==> config.mk <==
export PLATFORM = sky130hd
export DESIGN_NAME = ext_irq_cond
export DESIGN_NICKNAME = d
export VERILOG_FILES = /design/src/rtl/ext_irq_pkg.sv /design/src/rtl/ext_irq_sync.sv /design/src/rtl/ext_irq_keymux.sv /design/src/rtl/ext_irq_chan.sv /design/src/rtl/ext_irq_cond.sv
export SDC_FILE = /design/constraint.sdc
export NUM_CORES = 1
export LEC_CHECK = 0
export BUFFER_PORTS_ARGS = -buffer_cell sky130_fd_sc_hd__buf_2
export CORE_ASPECT_RATIO = 1.25
export CORE_MARGIN = 1
export CORE_UTILIZATION = 31
export CTS_CLUSTER_SIZE = 28
export DETAILED_ROUTE_END_ITERATION = 12
export GPL_TIMING_DRIVEN = 0
export PLACE_DENSITY_LB_ADDON = 0.25
export RECOVER_POWER = 25
export SKIP_CTS_REPAIR_TIMING = 1
export SYNTH_ARGS = -nofsm -noshare
export SYNTH_HDL_FRONTEND = slang
export SYNTH_SLANG_ARGS = --single-unit
==> constraint.sdc <==
create_clock -name clk -period 1.6 [get_ports clk]
set_clock_uncertainty 0.2 [all_clocks]
set_input_delay 0.08 -clock clk [delete_from_list [all_inputs] [get_ports clk]]
set_output_delay 0.08 -clock clk [all_outputs]
set_load 0.005 [all_outputs]
==> src/rtl/ext_irq_pkg.sv <==
`timescale 1ns/1ps
package ext_irq_pkg;
  localparam int REG_W    = 8;
  localparam int LVL_W    = 3;
  localparam int CFG_W    = 6;
  localparam int REQ_BIT  = 3;
  localparam int POL_BIT  = 4;
  localparam int MODE_BIT = 5;
  localparam int SEL_LSB  = 6;

  typedef enum logic [1:0] {
    SRC_PIN  = 2'b00,
    SRC_RSV  = 2'b01,
    SRC_NARR = 2'b10,
    SRC_WIDE = 2'b11
  } src_sel_e;

  // bit order matches register bits 5:0
  typedef struct packed {
    logic             mode;
    logic             pol;
    logic             req;
    logic [LVL_W-1:0] lvl;
  } chan_cfg_t;
endpackage

==> src/rtl/ext_irq_sync.sv <==
`timescale 1ns/1ps
module ext_irq_sync #(
  parameter int W      = 10,
  parameter int STAGES = 2
) (
  input  logic         clk,
  input  logic         rst_n,
  input  logic [W-1:0] d_in,
  output logic [W-1:0] d_out
);
  logic [W-1:0] stg_q [STAGES];

  for (genvar s = 0; s < STAGES; s++) begin : g_stage
    always_ff @(posedge clk) begin
      if (!rst_n) stg_q[s] <= '0;
      else if (s == 0) stg_q[s] <= d_in;
      else stg_q[s] <= stg_q[(s == 0) ? 0 : s-1];
    end
  end

  assign d_out = stg_q[STAGES-1];
endmodule

==> src/rtl/ext_irq_keymux.sv <==
`timescale 1ns/1ps
module ext_irq_keymux
  import ext_irq_pkg::*;
#(
  parameter int KEY_W      = 5,
  parameter int KEY_NARROW = 4
) (
  input  logic             pin_s,
  input  logic [KEY_W-1:0] keys_s,
  input  logic             pol,
  input  logic [1:0]       sel,
  output logic             hit,
  output logic             ok
);
  logic [KEY_W-1:0] key_act;
  logic             any_narrow;
  logic             any_wide;

  assign key_act    = keys_s ^ {KEY_W{pol}};
  assign any_narrow = |key_act[KEY_NARROW-1:0];
  assign any_wide   = |key_act;

  always_comb begin
    hit = 1'b0;
    ok  = 1'b1;
    unique case (src_sel_e'(sel))
      SRC_PIN:  hit = pin_s ^ pol;
      SRC_NARR: hit = any_narrow;
      SRC_WIDE: hit = any_wide;
      default:  ok  = 1'b0;
    endcase
  end
endmodule

==> src/rtl/ext_irq_chan.sv <==
`timescale 1ns/1ps
module ext_irq_chan
  import ext_irq_pkg::*;
(
  input  logic             clk,
  input  logic             rst_n,
  input  logic             wr_hit,
  input  logic [CFG_W-1:0] wr_cfg,
  input  logic             ack_hit,
  input  logic             hit_in,
  input  logic             ok_in,
  output logic [LVL_W-1:0] lvl_o,
  output logic             pol_o,
  output logic             mode_o,
  output logic             req_o,
  output logic             set_evt_o
);
  chan_cfg_t cfg_q;
  logic      prev_q;
  logic      mask_q;
  logic      sw_clr;

  // hit_in is already polarity-adjusted: an edge event is hit_in leaving 1
  assign set_evt_o = ok_in & (cfg_q.mode ? hit_in : (prev_q & ~hit_in & ~mask_q));
  assign sw_clr    = wr_hit & ~wr_cfg[REQ_BIT];

  always_ff @(posedge clk) begin
    if (!rst_n) begin
      cfg_q  <= '0;
      prev_q <= 1'b0;
      mask_q <= 1'b0;
    end else begin
      prev_q <= hit_in;
      mask_q <= wr_hit;
      if (wr_hit) begin
        cfg_q.mode <= wr_cfg[MODE_BIT];
        cfg_q.pol  <= wr_cfg[POL_BIT];
        cfg_q.lvl  <= wr_cfg[LVL_W-1:0];
      end
      cfg_q.req <= set_evt_o | (cfg_q.req & ~ack_hit & ~sw_clr);
    end
  end

  assign lvl_o  = cfg_q.lvl;
  assign pol_o  = cfg_q.pol;
  assign mode_o = cfg_q.mode;
  assign req_o  = cfg_q.req;
endmodule

==> src/rtl/ext_irq_cond.sv <==
`timescale 1ns/1ps
module ext_irq_cond
  import ext_irq_pkg::*;
#(
  parameter int N_CH        = 5,
  parameter int KEY_W       = 5,
  parameter int KEY_NARROW  = 4,
  parameter int SYNC_STAGES = 2,
  parameter int KEY_CH      = 3,
  parameter int LOCK_CH     = 4,
  localparam int ADDR_W     = $clog2(N_CH + 1)
) (
  input  logic                    clk,
  input  logic                    rst_n,
  input  logic                    wr_en,
  input  logic [ADDR_W-1:0]       wr_addr,
  input  logic [REG_W-1:0]        wr_data,
  input  logic [ADDR_W-1:0]       rd_addr,
  output logic [REG_W-1:0]        rd_data,
  input  logic [N_CH-1:0]         pin_in,
  input  logic [KEY_W-1:0]        key_in,
  input  logic                    ack_valid,
  input  logic [ADDR_W-1:0]       ack_chan,
  output logic [N_CH-1:0]         req_out,
  output logic [N_CH*LVL_W-1:0]   req_lvl
);
  localparam logic [ADDR_W-1:0] UNLOCK_ADDR = ADDR_W'(N_CH);

  logic [N_CH-1:0]  pin_s;
  logic [KEY_W-1:0] key_s;
  logic [N_CH-1:0]  pol;
  logic [N_CH-1:0]  mode;
  logic [N_CH-1:0]  set_evt;
  logic [N_CH-1:0]  wr_hit;
  logic [LVL_W-1:0] lvl [N_CH];
  logic [REG_W-1:0] reg_view [N_CH];
  logic [1:0]       key_sel_q;
  logic             unlock_q;
  logic             kmux_hit;
  logic             kmux_ok;

  ext_irq_sync #(.W(N_CH + KEY_W), .STAGES(SYNC_STAGES)) u_sync (
    .clk   (clk),
    .rst_n (rst_n),
    .d_in  ({key_in, pin_in}),
    .d_out ({key_s, pin_s})
  );

  ext_irq_keymux #(.KEY_W(KEY_W), .KEY_NARROW(KEY_NARROW)) u_kmux (
    .pin_s  (pin_s[KEY_CH]),
    .keys_s (key_s),
    .pol    (pol[KEY_CH]),
    .sel    (key_sel_q),
    .hit    (kmux_hit),
    .ok     (kmux_ok)
  );

  always_ff @(posedge clk) begin
    if (!rst_n) begin
      unlock_q  <= 1'b0;
      key_sel_q <= 2'b00;
    end else begin
      if (wr_en && wr_addr == UNLOCK_ADDR) unlock_q <= wr_data[0];
      if (wr_hit[KEY_CH]) key_sel_q <= wr_data[SEL_LSB +: 2];
    end
  end

  for (genvar i = 0; i < N_CH; i++) begin : g_ch
    logic hit_i;
    logic ok_i;

    if (i == LOCK_CH) begin : g_lock
      assign wr_hit[i] = wr_en && (wr_addr == ADDR_W'(i)) && unlock_q;
    end else begin : g_open
      assign wr_hit[i] = wr_en && (wr_addr == ADDR_W'(i));
    end

    if (i == KEY_CH) begin : g_keysrc
      assign hit_i = kmux_hit;
      assign ok_i  = kmux_ok;
      assign reg_view[i] = {key_sel_q, mode[i], pol[i], req_out[i], lvl[i]};
    end else begin : g_pinsrc
      assign hit_i = pin_s[i] ^ pol[i];
      assign ok_i  = 1'b1;
      assign reg_view[i] = {2'b00, mode[i], pol[i], req_out[i], lvl[i]};
    end

    ext_irq_chan u_chan (
      .clk       (clk),
      .rst_n     (rst_n),
      .wr_hit    (wr_hit[i]),
      .wr_cfg    (wr_data[CFG_W-1:0]),
      .ack_hit   (ack_valid && (ack_chan == ADDR_W'(i))),
      .hit_in    (hit_i),
      .ok_in     (ok_i),
      .lvl_o     (lvl[i]),
      .pol_o     (pol[i]),
      .mode_o    (mode[i]),
      .req_o     (req_out[i]),
      .set_evt_o (set_evt[i])
    );

    assign req_lvl[i*LVL_W +: LVL_W] = lvl[i];
  end

  always_comb begin
    rd_data = '0;
    for (int i = 0; i < N_CH; i++) begin
      if (rd_addr == ADDR_W'(i)) rd_data = reg_view[i];
    end
    if (rd_addr == UNLOCK_ADDR) rd_data = {{(REG_W-1){1'b0}}, unlock_q};
  end
endmodule

# [Word level (Yosys, flattened, before mapping)]
# Memories as Yosys holds them, arrays and structs flattened.
# Index checks and enable logic that the tools add are counted.
[op_classes] add_sub_neg=0 n_mul=0 div_mod_pow=0 n_lt_le_gt_ge=0 eq_ne=16 shift=0 mux=17 n_bitwise=60 reduce_logical=19
[ops] op="$mux W8" count=5
[ops] op="$and A1 B1 Y1" count=26
[ops] op="$not A1 Y1" count=21
[ops] op="$mux W10" count=2
[ops] op="$eq A3 B2 Y1 const B" count=6
[ops] op="$eq A3 B3 Y1 const B" count=5
[ops] op="$logic_and A1 B1 Y1" count=12
[ops] op="$eq A3 B1 Y1 const B" count=3
[ops] op="$logic_not A3 Y1" count=3
[ops] op="$mux W1" count=8
[ops] op="$or A1 B1 Y1" count=7
[ops] op="$mux W6" count=1
[ops] op="$reduce_or A5 Y1" count=1
[ops] op="$xor A1 B1 Y1" count=5
[ops] op="$xor A5 B5 Y5" count=1
[ops] op="$eq A2 B2 Y1 const B" count=2
[ops] op="$reduce_or A4 Y1" count=1
[ops] op="$pmux W1 S3" count=1
[ops] op="$reduce_or A3 Y1" count=1
[ops] op="$logic_not A2 Y1" count=1
[word_totals] ff_bits=43 latchBits=0 mem_bits_rw=20 romBits=0 input_bits=31 out_inout_bits=28 word_cells=145 memories=1
[mem_list] memory="u_sync.stg_q" words=2 width=10 rd=2 rd_ports_with_merged_regs=0 write_ports=2 line="ext_irq_sync.sv:11" source="logic [W-1:0] stg_q [STAGES];"

# [Depth between registers and ports, before layout]
# An unclocked memory read counts as a cell.
[logic_depth] depth_word=10 mapped_depth=6 mapped_depth_nobuf=5

# [Modules after synthesis]
# A second synthesis with hierarchy kept.
[hier_totals] cells_unflattened=267 hier_area_um2=2820.2
[modules_own_cells] module="ext_irq_chan" n_inst=5 cells_per_inst=27 area_per_inst_um2=315.3 seq_area_each_um2=160.2
[modules_own_cells] module="ext_irq_cond" n_inst=1 cells_per_inst=79 area_per_inst_um2=609.3 seq_area_each_um2=60.1
[modules_own_cells] module="ext_irq_sync" n_inst=1 cells_per_inst=42 area_per_inst_um2=561.8 seq_area_each_um2=400.4
[modules_own_cells] module="ext_irq_keymux" n_inst=1 cells_per_inst=11 area_per_inst_um2=72.6 seq_area_each_um2=0.0

# [Worst setup path before layout]
# OpenSTA, ideal clock, no wires.
[synth_path] path_kind="register -> register" from="reg, netlist name g_ch[3].u_chan.pol_o" to="reg g_ch[3].u_chan.cfg_q (netlist bit g_ch[3].u_chan.req_o)" setup_ns=0.137 arrival_ns=1.311 required_ns=1.263 setup_slack_ns=-0.048 path_stages_with_launch=7 n_path_buf=1 period_less_slack_ns=1.648 path_cell_list="dfxtp_1 > buf_6 > or4_4 > nor2_2 > o21ai_0 > nand3_1 > o311ai_2"
[synth_via] elab_chain_len=9 word_cells_on_any_way=11 classes_between="mux: 2; bitwise: 7; reduce/logical: 2"
[synth_rtl] item="$xor A5 B5 Y5" line="ext_irq_keymux.sv:19" source="assign key_act = keys_s ^ {KEY_W{pol}};"
[synth_rtl] item="$reduce_or A5 Y1 or $reduce_or A4 Y1 (tied branches)" line="ext_irq_keymux.sv:21, ext_irq_keymux.sv:20"
[synth_rtl] item="$pmux W1 S3 (*)" line="ext_irq_keymux.sv:26" source="unique case (src_sel_e'(sel))"
[synth_rtl] item="$not A1 Y1" line="ext_irq_chan.sv:24" source="assign set_evt_o = ok_in & (cfg_q.mode ? hit_in : (prev_q & ~hit_in & ~mask_q));"
[synth_rtl] item="$and A1 B1 Y1 (2 in series)" line="ext_irq_chan.sv:24"
[synth_rtl] item="$mux W1 (*)" line="ext_irq_chan.sv:24"
[synth_rtl] item="$and A1 B1 Y1 (*)" line="ext_irq_chan.sv:24"
[synth_rtl] item="$or A1 B1 Y1 (*)" line="ext_irq_chan.sv:40" source="cfg_q.req <= set_evt_o | (cfg_q.req & ~ack_hit & ~sw_clr);"
[synth_rtl] item="to (decl)" line="ext_irq_chan.sv:18" source="chan_cfg_t cfg_q;"
# Mark *: on every way between the ends. The rest lies on a longest branch, timed or not.
# A chain may end at the register's enable or synchronous reset.

# [Worst setup path after layout]
[layout_path] from="reg, netlist name g_ch[3].u_chan.lvl_o[0]" to="out rd_data[0]"
[layout_via] elab_chain_len=3
[layout_rtl] item="$mux W8 (2 in series)" line="ext_irq_cond.sv:109" source="if (rd_addr == ADDR_W'(i)) rd_data = reg_view[i];"
[layout_rtl] item="$mux W8" line="ext_irq_cond.sv:111" source="if (rd_addr == UNLOCK_ADDR) rd_data = {{(REG_W-1){1'b0}}, unlock_q};"
[layout_rtl] item="to (decl)" line="ext_irq_cond.sv:19" source="output logic [REG_W-1:0] rd_data,"
# Every way passes these cells.

==> flow_metrics.env <==
export IMPL_grt_overflow=0
export IMPL_area_delta_synth_final_pct=35.3
export IMPL_p_comb_frac=0.086
export IMPL_fp_dieW_um=85.7
export IMPL_rsz0062_at_grt="true"
export IMPL_dpl_hpwl_um=4670
export IMPL_p_seq_frac=0.449
export IMPL_stdcell_count=487
export IMPL_yosys_area_top_type_share=0.465
export IMPL_slowest_delay_ns=0.45
export IMPL_crit_type="flip-flop to output port"
export IMPL_synthDistinctLibCells=44
export IMPL_grt_pass1_vias=1999
export IMPL_grt_max_degree=11
export IMPL_leakage_nw=1.48
export IMPL_power_per_cell_area_nw_per_um2=997
export IMPL_vdd_drop_max_uv=424
export IMPL_clkPwrFrac=0.465
export IMPL_rows=37
export IMPL_status="finished, violations left"
export IMPL_period_needed_ns=1.78
export IMPL_max_slew_margin=0.410
export IMPL_wl_per_cell_um=13.6
export IMPL_multi_input_comb_area_um2=1340
export IMPL_grt_pass1_wl_um=10400
export IMPL_cts_sinks=63
export IMPL_tightestPinTransition_ns=0.880
export IMPL_coreArea_um2=8380
export IMPL_clock_latency_ns=0.33
export IMPL_via_per_inst=4.52
export IMPL_fin_nets=397
export IMPL_synth_edf_count=0
export IMPL_io_pins=59
export IMPL_antenna_found_initial=0
export IMPL_period_share=1.12
export IMPL_dominantRegCellSynth="dfxtp_1"
export IMPL_drive_gt1_frac=0.308
export IMPL_worstPathRequired_ns=1.32
export IMPL_syn_instance_count=272
export IMPL_violations="negative hold slack, negative setup slack"
export IMPL_p_int_mw=2.90
export IMPL_cts_tree="built"
export IMPL_p_switching_mw=0.764
export IMPL_hold_viol=3
export IMPL_final_common_cell="buf_2"
export IMPL_start_util=0.324
export IMPL_wl_um=6640
export IMPL_critPathArrivalTime_ns=1.50
export IMPL_final_core_util=0.438
export IMPL_clkTransAtPathRegs_ns=0.07
export IMPL_synth_nets=303
export IMPL_hold_ws_ns=-0.0249
export IMPL_cts_buffer_depth=2
export IMPL_place_inst=445
export IMPL_grtUsageTotal=0.153
export IMPL_slew_viol_final=0
export IMPL_ff_latch_area_um2=1280
export IMPL_critPathTopFamily="multiplexers"
export IMPL_cts_htree_levels=3
export IMPL_die_h_um=107
export IMPL_ys_seq_area_frac=0.465
export IMPL_fmax_mhz=560
export IMPL_slowest_stage="mux4_2"
export IMPL_cap_viol_max_count=0
export IMPL_drt_initial_drc_count=81
export IMPL_ant_nets=0
export IMPL_synth_seq_cells=63
export IMPL_io_buffers=56
export IMPL_ys_async_sr_fraction=0
export IMPL_syn_area_per_cell_um2=9.98
export IMPL_cts_buffers=9
export IMPL_total_power_mw=3.66
export IMPL_finalSetupViolCount=8
export IMPL_final_cell_mix="buf_2 (57), dfxtp_1 (51), nand2_1 (26)"
export IMPL_end_kind="output port"
export IMPL_ys_warnings_count=0
export IMPL_dpl_worst_slack_ns=-0.216
export IMPL_die_area_um2=9140
export IMPL_fill_cells=851
export IMPL_diodes=0
export IMPL_synthTopCellsByArea="dfxtp_1 (46%), mux2i_1 (8.5%), and2_1 (6.9%), nor2b_1 (5.1%), nand2_1 (3.6%)"
export IMPL_start_kind="flip-flop"
export IMPL_cts_root_buf="clkbuf_8"
export IMPL_hold_class="input pin to flip-flop"
export IMPL_num_vias=2202
export IMPL_critPathBufInv=1
export IMPL_cp_max_fo=3
export IMPL_yosysTopAreaCell="dfxtp_1"
export IMPL_path_cells="mux4_2 > mux2_4 > buf_6"
export IMPL_drt_drc_violations_left=0
export IMPL_drt_pass1_iter_count=4
export IMPL_gp_congestion=0.739
export IMPL_synth_area_um2=2720
export IMPL_p_sw_frac=0.209
export IMPL_finalWorstSetupSlack_ns=-0.184
## kinds of logic after synthesis
logic type	count (synthesis)	synth area share
buffers and inverters	27	0.0484
muxes	29	0.132
AOI/OAI and AO/OA	35	0.0908
xor gates and xnor gates	6	0.0194
DFF	63	0.465
and+or+nand+nor	112	0.245
## final cells by class
cell class / count / share of cell area
Tap cell: 117 / 0.0399
Timing Repair Buffer: 83 / 0.147
Sequential cell: 63 / 0.348
Multi-Input combinational cell: 182 / 0.364
Buffer: 19 / 0.0276
Inverter: 8 / 0.00818
Clock buffer: 12 / 0.0422
Clock inverter: 3 / 0.0245
## layer usage
metal  track usage  part of all wire  vias to the layer above
met5             0                 0                        -
met4        0.0595             0.015                        0
met3        0.0431             0.032                        7
met2         0.250              0.49                       53
met1         0.189              0.46                     1034
li1              -                 -                     1108
## worst reg2reg max path, stage by stage, from the launching register on
cell	delay, ns
dfxtp_2	0.32
buf_6	0.11
buf_4	0.16
or4_4	0.43
nor2_4	0.11
o21ai_2	0.06
nand3_1	0.10
o311ai_2	0.10
## registers in the layout, indices dropped and copies added, names as in the netlist
signal	cells
g_ch.u_chan.pol_o	5
g_ch.u_chan.prev_q	5
g_ch.u_chan.req_o	5
g_ch.u_chan.lvl_o	15
unlock_q	1
u_sync.stg_q	20
key_sel_q	2
g_ch.u_chan.mode_o	5
g_ch.u_chan.mask_q	5
## per-stage QoR
step / area (µm²) / TNS, ns
2_1_floorplan: 2720 / 0
4_1_cts: 3390 / -0.920
3_3_place_gp: 3140 / -2.02
6_report: 3670 / -0.852
3_5_place_dp: 3140 / -2.05
5_1_grt: 3670 / -1.28
## Yosys cell counts, types with 2 or more instances
cell type / count
a21oi_1: 5
buf_4: 5
nor2_1: 9
o311ai_0: 2
dfxtp_1: 63
buf_2: 3
mux2i_1: 23
xor2_1: 5
nand3_1: 8
nor2b_1: 22
o21ai_0: 8
mux4_2: 4
nand2b_1: 2
nand2_1: 26
a21boi_0: 11
nor4b_1: 4
clkbuf_1: 9
and2_1: 30
inv_1: 8
## power groups by stage
stage | Clock [mW] | Sequential [mW] | Combinational [mW]
after detailed placement | 0 | 1.68 | 0.272
after global routing | 1.83 | 1.65 | 0.350
after global placement | 0 | 1.68 | 0.269
after floorplan | 0 | 1.67 | 0.166
final | 1.70 | 1.64 | 0.315
after CTS | 1.73 | 1.64 | 0.273
## final timing paths
path,from,end,slack (ns),cells past startpoint
setup / recovery,g_ch[3].u_chan.lvl_o[0],rd_data[0],-0.18,3
hold / removal,wr_addr[0],unlock_q,-0.02,4
setup reg to reg,g_ch[3].u_chan.pol_o,g_ch[3].u_chan.req_o,-0.12,7
hold reg to reg,u_sync.stg_q[0][5],u_sync.stg_q[1][5],0.23,1
Power figures use the tool's default switching activity.
